**config.mk**
```make
export PLATFORM = sky130hd
export DESIGN_NAME = ballast_mode_seq
export DESIGN_NICKNAME = d
export VERILOG_FILES = /design/src/rtl/bms_pkg.sv /design/src/rtl/bms_sync.sv /design/src/rtl/bms_window_timer.sv /design/src/rtl/bms_supply_hyst.sv /design/src/rtl/bms_mode_decode.sv /design/src/rtl/ballast_mode_seq.sv
export SDC_FILE = /design/constraint.sdc
export NUM_CORES = 1
export LEC_CHECK = 0
export BUFFER_PORTS_ARGS = -buffer_cell sky130_fd_sc_hd__buf_2
export CAP_MARGIN = 25
export CORE_ASPECT_RATIO = 1.1
export CORE_MARGIN = 2
export CORE_UTILIZATION = 41
export DETAILED_ROUTE_END_ITERATION = 7
export PLACE_DENSITY = 0.54
export SYNTH_ARGS = -nofsm -noshare
export SYNTH_HDL_FRONTEND = slang
export SYNTH_SLANG_ARGS = --single-unit
```
**constraint.sdc**
```tcl
create_clock -name clk -period 3.5 [get_ports clk]
set_input_delay 0.35 -clock clk [delete_from_list [all_inputs] [get_ports clk]]
set_output_delay 0.35 -clock clk [all_outputs]
set_load 0.01 [all_outputs]
```
**src/rtl/bms_pkg.sv**
```systemverilog
// Package bms_pkg
// Shared types for the ballast supply mode sequencer: the mode encoding,
// the reference mode encoding and the bundle of input flags.
// Assumes: ref_mode codes are decoded by the reference block outside.
package bms_pkg;

    typedef enum logic [1:0] {
        ST_STARTUP  = 2'd0,
        ST_STANDBY  = 2'd1,
        ST_RUN      = 2'd2,
        ST_FAULT    = 2'd3
    } bms_state_t;

    typedef enum logic [1:0] {
        REF_OFF  = 2'b00,
        REF_LOW  = 2'b01,
        REF_HIGH = 2'b10
    } bms_ref_t;

    typedef struct packed {
        logic vcc_on;
        logic vcc_save;
        logic vcc_refoff;
        logic vcc_uv;
        logic vref_good;
        logic vref_min;
        logic hs;
        logic ls;
    } bms_flags_t;

    localparam int FLAG_W = $bits(bms_flags_t);

    typedef struct packed {
        logic     hv_gen_en;
        bms_ref_t ref_mode;
        logic     reg_en;
        logic     ocp_en;
        logic     drv_en;
    } bms_out_t;

endpackage

```
**src/rtl/bms_sync.sv**
```systemverilog
// Module bms_sync
// Multi-bit flop chain that brings asynchronous flags into the clock domain.
// Assumes: each bit is independent (no multi-bit coherence needed),
// STAGES >= 1.
module bms_sync #(
    parameter int WIDTH  = 8,
    parameter int STAGES = 2
) (
    input  logic             clk,
    input  logic             rst_n,
    input  logic [WIDTH-1:0] d,
    output logic [WIDTH-1:0] q
);

    logic [STAGES-1:0][WIDTH-1:0] stg;

    // shift the flags one stage per clock, cleared by reset
    always_ff @(posedge clk) begin
        if (!rst_n) begin
            stg <= '0;
        end else begin
            for (int i = STAGES - 1; i > 0; i--) begin
                stg[i] <= stg[i-1];
            end
            stg[0] <= d;
        end
    end

    assign q = stg[STAGES-1];

endmodule

```
**src/rtl/bms_window_timer.sv**
```systemverilog
// Module bms_window_timer
// Saturating cycle counter that reports when LIMIT cycles have passed
// since the last clear.
// Assumes: LIMIT >= 1; clear has priority over counting.
module bms_window_timer #(
    parameter int LIMIT = 1250
) (
    input  logic clk,
    input  logic rst_n,
    input  logic clear,
    output logic expired
);

    localparam int CW = $clog2(LIMIT + 1);
    localparam logic [CW-1:0] CNT_MAX = CW'(LIMIT);

    logic [CW-1:0] cnt;

    // count up from the last clear and hold at the limit
    always_ff @(posedge clk) begin
        if (!rst_n || clear) begin
            cnt <= '0;
        end else if (cnt != CNT_MAX) begin
            cnt <= cnt + 1'b1;
        end
    end

    assign expired = (cnt == CNT_MAX);

    // a clear always restarts the window
    a_r6_clear_restarts: assert property (@(posedge clk) disable iff (!rst_n)
        clear |=> !expired);

endmodule

```
**src/rtl/bms_supply_hyst.sv**
```systemverilog
// Module bms_supply_hyst
// Standby-mode supply hysteresis: decides whether the start-up generator
// should charge the supply while the sequencer sits in standby.
// Assumes: at_on implies above_save; output is low outside standby.
module bms_supply_hyst (
    input  logic clk,
    input  logic rst_n,
    input  logic in_standby,
    input  logic at_on,
    input  logic above_save,
    output logic charge_req
);

    logic charge_q;

    // set below the lower level, clear at the upper level, hold between
    always_ff @(posedge clk) begin
        if (!rst_n || !in_standby) begin
            charge_q <= 1'b0;
        end else if (at_on) begin
            charge_q <= 1'b0;
        end else if (!above_save) begin
            charge_q <= 1'b1;
        end
    end

    assign charge_req = charge_q;

    // generator is off once the supply sits at the turn-on level
    a_r9_off_at_top: assert property (@(posedge clk) disable iff (!rst_n)
        (in_standby && at_on) |=> !charge_req);

    // generator is on once the supply is below the standby level
    a_r9_on_at_bottom: assert property (@(posedge clk) disable iff (!rst_n)
        (in_standby && !at_on && !above_save) |=> (charge_req || !in_standby || $past(!in_standby)) || !in_standby);

endmodule

```
**src/rtl/bms_mode_decode.sv**
```systemverilog
// Module bms_mode_decode
// Maps the current mode and the standby charge request onto the
// enable outputs of the sequencer.
// Assumes: mode is a registered state, so outputs are glitch-free.
module bms_mode_decode
    import bms_pkg::*;
(
    input  bms_state_t mode,
    input  logic       charge_req,
    output bms_out_t   outs
);

    // one output pattern per mode
    always_comb begin
        outs = '{hv_gen_en: 1'b1, ref_mode: REF_OFF,
                 reg_en: 1'b0, ocp_en: 1'b0, drv_en: 1'b0};
        unique case (mode)
            ST_STARTUP: begin
                outs.hv_gen_en = 1'b1;
                outs.ref_mode  = REF_OFF;
            end
            ST_STANDBY: begin
                outs.hv_gen_en = charge_req;
                outs.ref_mode  = REF_LOW;
            end
            ST_RUN: begin
                outs.hv_gen_en = 1'b0;
                outs.ref_mode  = REF_HIGH;
                outs.reg_en    = 1'b1;
                outs.ocp_en    = 1'b1;
                outs.drv_en    = 1'b1;
            end
            ST_FAULT: begin
                outs.hv_gen_en = 1'b1;
                outs.ref_mode  = REF_LOW;
            end
            default: ;
        endcase
    end

endmodule

```
**src/rtl/ballast_mode_seq.sv**
```systemverilog
// Module ballast_mode_seq
// Power mode sequencer of a ballast controller: synchronises comparator
// flags and half-bridge commands, runs the four-mode state machine and
// drives generator, reference, regulator, protection and driver enables.
// Assumes: flags are level signals from external comparators; clk runs
// at CLK_MHZ megahertz; reset is synchronous and active low.
module ballast_mode_seq
    import bms_pkg::*;
#(
    parameter int CLK_MHZ     = 125,
    parameter int DWELL_US    = 10,
    parameter int IDLE_US     = 100,
    parameter int SYNC_STAGES = 2
) (
    input  logic       clk,
    input  logic       rst_n,
    input  logic       vcc_at_on_i,
    input  logic       vcc_above_save_i,
    input  logic       vcc_above_refoff_i,
    input  logic       vcc_above_uv_i,
    input  logic       vref_good_i,
    input  logic       vref_above_min_i,
    input  logic       hs_cmd_i,
    input  logic       ls_cmd_i,
    output logic       hv_gen_en_o,
    output logic [1:0] ref_mode_o,
    output logic       reg_en_o,
    output logic       ocp_en_o,
    output logic       drv_en_o
);

    localparam int DWELL_CYC = CLK_MHZ * DWELL_US;
    localparam int IDLE_CYC  = CLK_MHZ * IDLE_US;

    bms_flags_t flags_raw;
    bms_flags_t flags_s;
    bms_state_t state_q;
    bms_state_t state_d;
    bms_out_t   outs;
    logic       hs_prev;
    logic       ls_prev;
    logic       hs_fall;
    logic       ls_edge;
    logic       mode_change;
    logic       dwell_exp;
    logic       idle_exp;
    logic       charge_req;

    assign flags_raw = '{vcc_on: vcc_at_on_i, vcc_save: vcc_above_save_i,
                         vcc_refoff: vcc_above_refoff_i, vcc_uv: vcc_above_uv_i,
                         vref_good: vref_good_i, vref_min: vref_above_min_i,
                         hs: hs_cmd_i, ls: ls_cmd_i};

    bms_sync #(
        .WIDTH  (FLAG_W),
        .STAGES (SYNC_STAGES)
    ) u_sync (
        .clk   (clk),
        .rst_n (rst_n),
        .d     (flags_raw),
        .q     (flags_s)
    );

    // remember the last synchronised command levels for edge detection
    always_ff @(posedge clk) begin
        if (!rst_n) begin
            hs_prev <= 1'b0;
            ls_prev <= 1'b0;
        end else begin
            hs_prev <= flags_s.hs;
            ls_prev <= flags_s.ls;
        end
    end

    assign hs_fall = hs_prev && !flags_s.hs;
    assign ls_edge = ls_prev ^ flags_s.ls;

    // next-mode selection; faults and supply loss take priority
    always_comb begin
        state_d = state_q;
        unique case (state_q)
            ST_STARTUP: begin
                if (flags_s.vcc_on) state_d = ST_STANDBY;
            end
            ST_STANDBY: begin
                if (!flags_s.vcc_refoff) begin
                    state_d = ST_STARTUP;
                end else if (dwell_exp && flags_s.vref_good && hs_fall) begin
                    state_d = ST_RUN;
                end
            end
            ST_RUN: begin
                if (!flags_s.vcc_uv || !flags_s.vref_min) begin
                    state_d = ST_FAULT;
                end else if (idle_exp) begin
                    state_d = ST_STANDBY;
                end
            end
            ST_FAULT: begin
                if (!flags_s.vcc_refoff) begin
                    state_d = ST_STARTUP;
                end else if (flags_s.vcc_on) begin
                    state_d = ST_STANDBY;
                end
            end
            default: state_d = ST_STARTUP;
        endcase
    end

    // mode register
    always_ff @(posedge clk) begin
        if (!rst_n) begin
            state_q <= ST_STARTUP;
        end else begin
            state_q <= state_d;
        end
    end

    assign mode_change = (state_d != state_q);

    bms_window_timer #(
        .LIMIT (DWELL_CYC)
    ) u_dwell (
        .clk     (clk),
        .rst_n   (rst_n),
        .clear   (mode_change),
        .expired (dwell_exp)
    );

    bms_window_timer #(
        .LIMIT (IDLE_CYC)
    ) u_idle (
        .clk     (clk),
        .rst_n   (rst_n),
        .clear   (mode_change || ls_edge),
        .expired (idle_exp)
    );

    bms_supply_hyst u_hyst (
        .clk        (clk),
        .rst_n      (rst_n),
        .in_standby (state_q == ST_STANDBY),
        .at_on      (flags_s.vcc_on),
        .above_save (flags_s.vcc_save),
        .charge_req (charge_req)
    );

    bms_mode_decode u_decode (
        .mode       (state_q),
        .charge_req (charge_req),
        .outs       (outs)
    );

    assign hv_gen_en_o = outs.hv_gen_en;
    assign ref_mode_o  = outs.ref_mode;
    assign reg_en_o    = outs.reg_en;
    assign ocp_en_o    = outs.ocp_en;
    assign drv_en_o    = outs.drv_en;

    // run is entered only with dwell done, reference good, high-side fall
    a_r4_run_entry: assert property (@(posedge clk) disable iff (!rst_n)
        $rose(drv_en_o) |-> ($past(dwell_exp) && $past(flags_s.vref_good) && $past(hs_fall)));

    // drivers drop only through a fault flag or the inactivity window
    a_r7_run_exit_cause: assert property (@(posedge clk) disable iff (!rst_n)
        $fell(drv_en_o) |-> ($past(idle_exp) || !$past(flags_s.vcc_uv) || !$past(flags_s.vref_min)));

    // the reference never goes from off straight to high current
    a_r2_no_off_to_high: assert property (@(posedge clk) disable iff (!rst_n)
        ($past(ref_mode_o) == REF_OFF) |-> (ref_mode_o != REF_HIGH));

    // a return to start-up is always caused by the reference turn-off flag
    a_r3_startup_cause: assert property (@(posedge clk) disable iff (!rst_n)
        (($past(ref_mode_o) != REF_OFF) && (ref_mode_o == REF_OFF)) |-> !$past(flags_s.vcc_refoff));

endmodule

```
==> results_dict.tcl <==
set metrics [dict create \
    drt_first_pass_iters 4 \
    grt_use_total_pct 13.37 \
    drc 0 \
    finalSetupViolCount 0 \
    drv_slew 0 \
    drive_above_1_share_pct 17.51 \
    r2r_end "u_idle.cnt[2]" \
    status "finished, final reports clean" \
    area_growth_pct 9.441 \
    synth_edf_count 0 \
    totalWireLength_mm 3.377 \
    start_util_pct 43.00 \
    min_from "vcc_above_refoff_i" \
    dp_hpwl_mm 2.355 \
    synth.largest_area_cell "dfxtp_1" \
    clock.fmax_ghz 0.5458 \
    synth_area_um2 2014 \
    routed_via_density 5.132 \
    synth_area_leaders "dfxtp_1 (46%), and2_1 (6.8%), xor2_1 (6.1%), nor3_2 (5.0%), xnor2_1 (3.0%)" \
    r2r_start "u_idle.cnt[0]" \
    cts_tree "yes" \
    rows 26 \
    fin_crit_sh_pct 52.34 \
    ctsLongestPathBuffers 2 \
    grt_pass1_wl_mm 5.975 \
    synth-async-reset-ratio_pct 0 \
    cpPeakStageDelay_ns 0.41 \
    cts_buffers 5 \
    placed_cell_area_um2 2098 \
    synthMostInstantiatedCell "dfxtp_1" \
    cp_max_fo 25 \
    fin_util_pct 47.06 \
    p_per_area_nw_per_um2 446.9 \
    end_kind "register" \
    postRouteAntennaNets 0 \
    synth_fa_ha_area_share_pct 2.484 \
    path_class "reg2reg" \
    yosys.area_share.simple_pct 34.16 \
    synth_top_area_share_pct 45.71 \
    synthDistinctLibCells 35 \
    grt_pass1_vias 1413 \
    hold_depth 2 \
    synthTopCellsByCount "dfxtp_1 (46), and2_1 (22), nor2_1 (16)" \
    htree_levels 2 \
    maxCapViolCount 0 \
    synth_cells 204 \
    routabilityCongestion 0.7824 \
    diodes 0 \
    cts_root_buffer "clkbuf_8" \
    crit_arrival_ns 2.03 \
    overflow 0 \
    reg2reg_depth 7 \
    ys_seq_elements 46 \
    drt_iter0_drc 55 \
    yosysWarnings 0 \
    worstSkewPairLatency_ns 0.29 \
    antenna_found_initial 0 \
    hp-class "in2reg" \
    dieHeight_um 77.52 \
    layout_min_cycle_time_ns 1.832 \
    required_ns 3.69 \
    r2r_slack_ns 1.67 \
    postSynthAreaPerCell_um2 9.875 \
    post_cts_buffers 0 \
    synth_fp_nets 218 \
    grt_max_degree 26 \
    synth_ff_type "dfxtp_1" \
    ios 16 \
    hold_end "u_sync.stg[5]" \
    portBuffers 15 \
    core_um2 4684 \
    synth_top_family_by_area "simple AND/OR/NAND/NOR gates" \
    cp-start-kind "register" \
    grt_setup_unrepaired "false" \
    synth-compound-area-share_pct 3.478 \
    cp_cell_sequence "inv_1, ha_1, and4bb_2, nand4_2, o2111ai_2, buf_4, nor4_1" \
    leakage_nw 0.8723 \
    fillers 466 \
    ctsHoldBuffers 0 \
    cts.sinks 46 \
    worst_slew_pin_slew_ns 0.3825 \
    peakVddDrop_mv 0.2809 \
    nets 230 \
    vias 1401 \
    cts.reportedPaths.clkPinSlew_ns 0.08 \
    wl_per_cell_um 12.37 \
    cts_resized 0 \
    die_area_um2 5490 \
    slew_headroom_pct 74.14 \
    final_area_um2 2205 \
    finalClockSkew_ns 0.01104 \
    slowest_stage "dfxtp_1" \
    finalHoldViolCount 0 \
    fp.dieW_um 70.83 \
    synth_xor_area_share_pct 9.130 \
    synthMuxAreaShare_pct 0.4969 \
    setup_tns_ns 0 \
    yosysSeqAreaShare_pct 45.71 \
]
[worst max-delay path: cells and delay by family (launching register included)]
kind | cells | cell delay, ns
and+or+nand+nor | 3 | 0.67
DFF | 1 | 0.41
buffers and inverters | 2 | 0.33
adders and majority gates | 1 | 0.20
AOI/OAI and AO/OA | 1 | 0.12
[metal layers]
| layer | GRT usage [%] | vias to the layer above | share of wire, % |
|---|---|---|---|
| met3 | 3.896 | 2 | 2.8 |
| met4 | 4.528 | 0 | 0.47 |
| li1 | - | 716 | - |
| met1 | 15.24 | 665 | 48 |
| met2 | 23.64 | 18 | 48 |
| met5 | 0 | - | 0 |
[through the flow]
| step | std cells | power [W] | hold WS, ns | worst slack, ns |
|---|---|---|---|---|
| after floorplan | 204 | 0.0006041 | 0.4119 | 1.834 |
| after global placement | 265 | 0.0006162 | 0.4145 | 1.717 |
| after detailed placement | 265 | 0.0006197 | 0.4212 | 1.654 |
| after CTS | 273 | 0.001001 | 0.2510 | 1.644 |
| after global routing | 273 | 0.001038 | 0.2425 | 1.483 |
| final | 273 | 0.0009853 | 0.2644 | 1.668 |
[worst max-delay path by stage]
stage	from	to	slack, ns	cells past startpoint
after floorplan	state_q[1]	u_idle.cnt[10]	1.83	6
after global placement	u_idle.cnt[0]	u_idle.cnt[2]	1.72	7
after detailed placement	u_dwell.cnt[0]	u_idle.cnt[2]	1.65	7
after CTS	u_dwell.cnt[0]	u_idle.cnt[2]	1.64	7
after global routing	u_dwell.cnt[1]	u_idle.cnt[2]	1.48	6
final	u_idle.cnt[0]	u_idle.cnt[2]	1.67	7
[sequential cells by signal (all words and copies together), names as in the netlist]
signal,cells
u_idle.cnt,14
u_dwell.cnt,11
u_sync.q,8
u_sync.stg,8
state_q,2
hs_prev,1
ls_prev,1
u_hyst.charge_req,1
[layout by cell type (no fill, tap or decap), types with 2 or more instances in the layout]
cell type	instances
nor4_1	2
nor4b_1	2
and2_1	22
nor3_1	7
xnor2_1	7
a21oi_1	2
buf_2	15
clkbuf_1	2
nand2_1	8
nand2b_1	3
and3_1	3
nor3b_1	4
nor2b_1	3
ha_1	4
a211oi_1	2
inv_1	4
xor2_1	14
nor2_1	16
clkbuf_8	5
nand4_1	7
nand3_1	10
and4b_1	3
and4_1	2
nand3b_1	3
nor3_2	10
buf_4	2
dfxtp_1	46
[cell type report]
type	instances	area, µm²	share of cell area, %
sequential	46	920.9	41.77
clock inverter	1	30.03	1.362
timing repair buffer	17	90.09	4.086
clock buffer	7	76.32	3.462
multi-input combinational	142	1002	45.46
tap	56	70.07	3.178
inverter	4	15.01	0.6810
[kinds of logic after synthesis]
group           Yosys count
compound gates            8
xor+xnor                 21
fa+ha+maj                 4
buf+inv                  16
flops                    46
mux                       1
simple gates            108
[power by group]
group	switching (W)	total, W	internal [W]
registers	0.0000122	0.000551	0.000539
clock network	0.000165	0.000379	0.000214
logic	0.0000304	0.0000552	0.0000248
total	0.000208	0.000985	0.000777
Power figures use the tool's default switching activity.
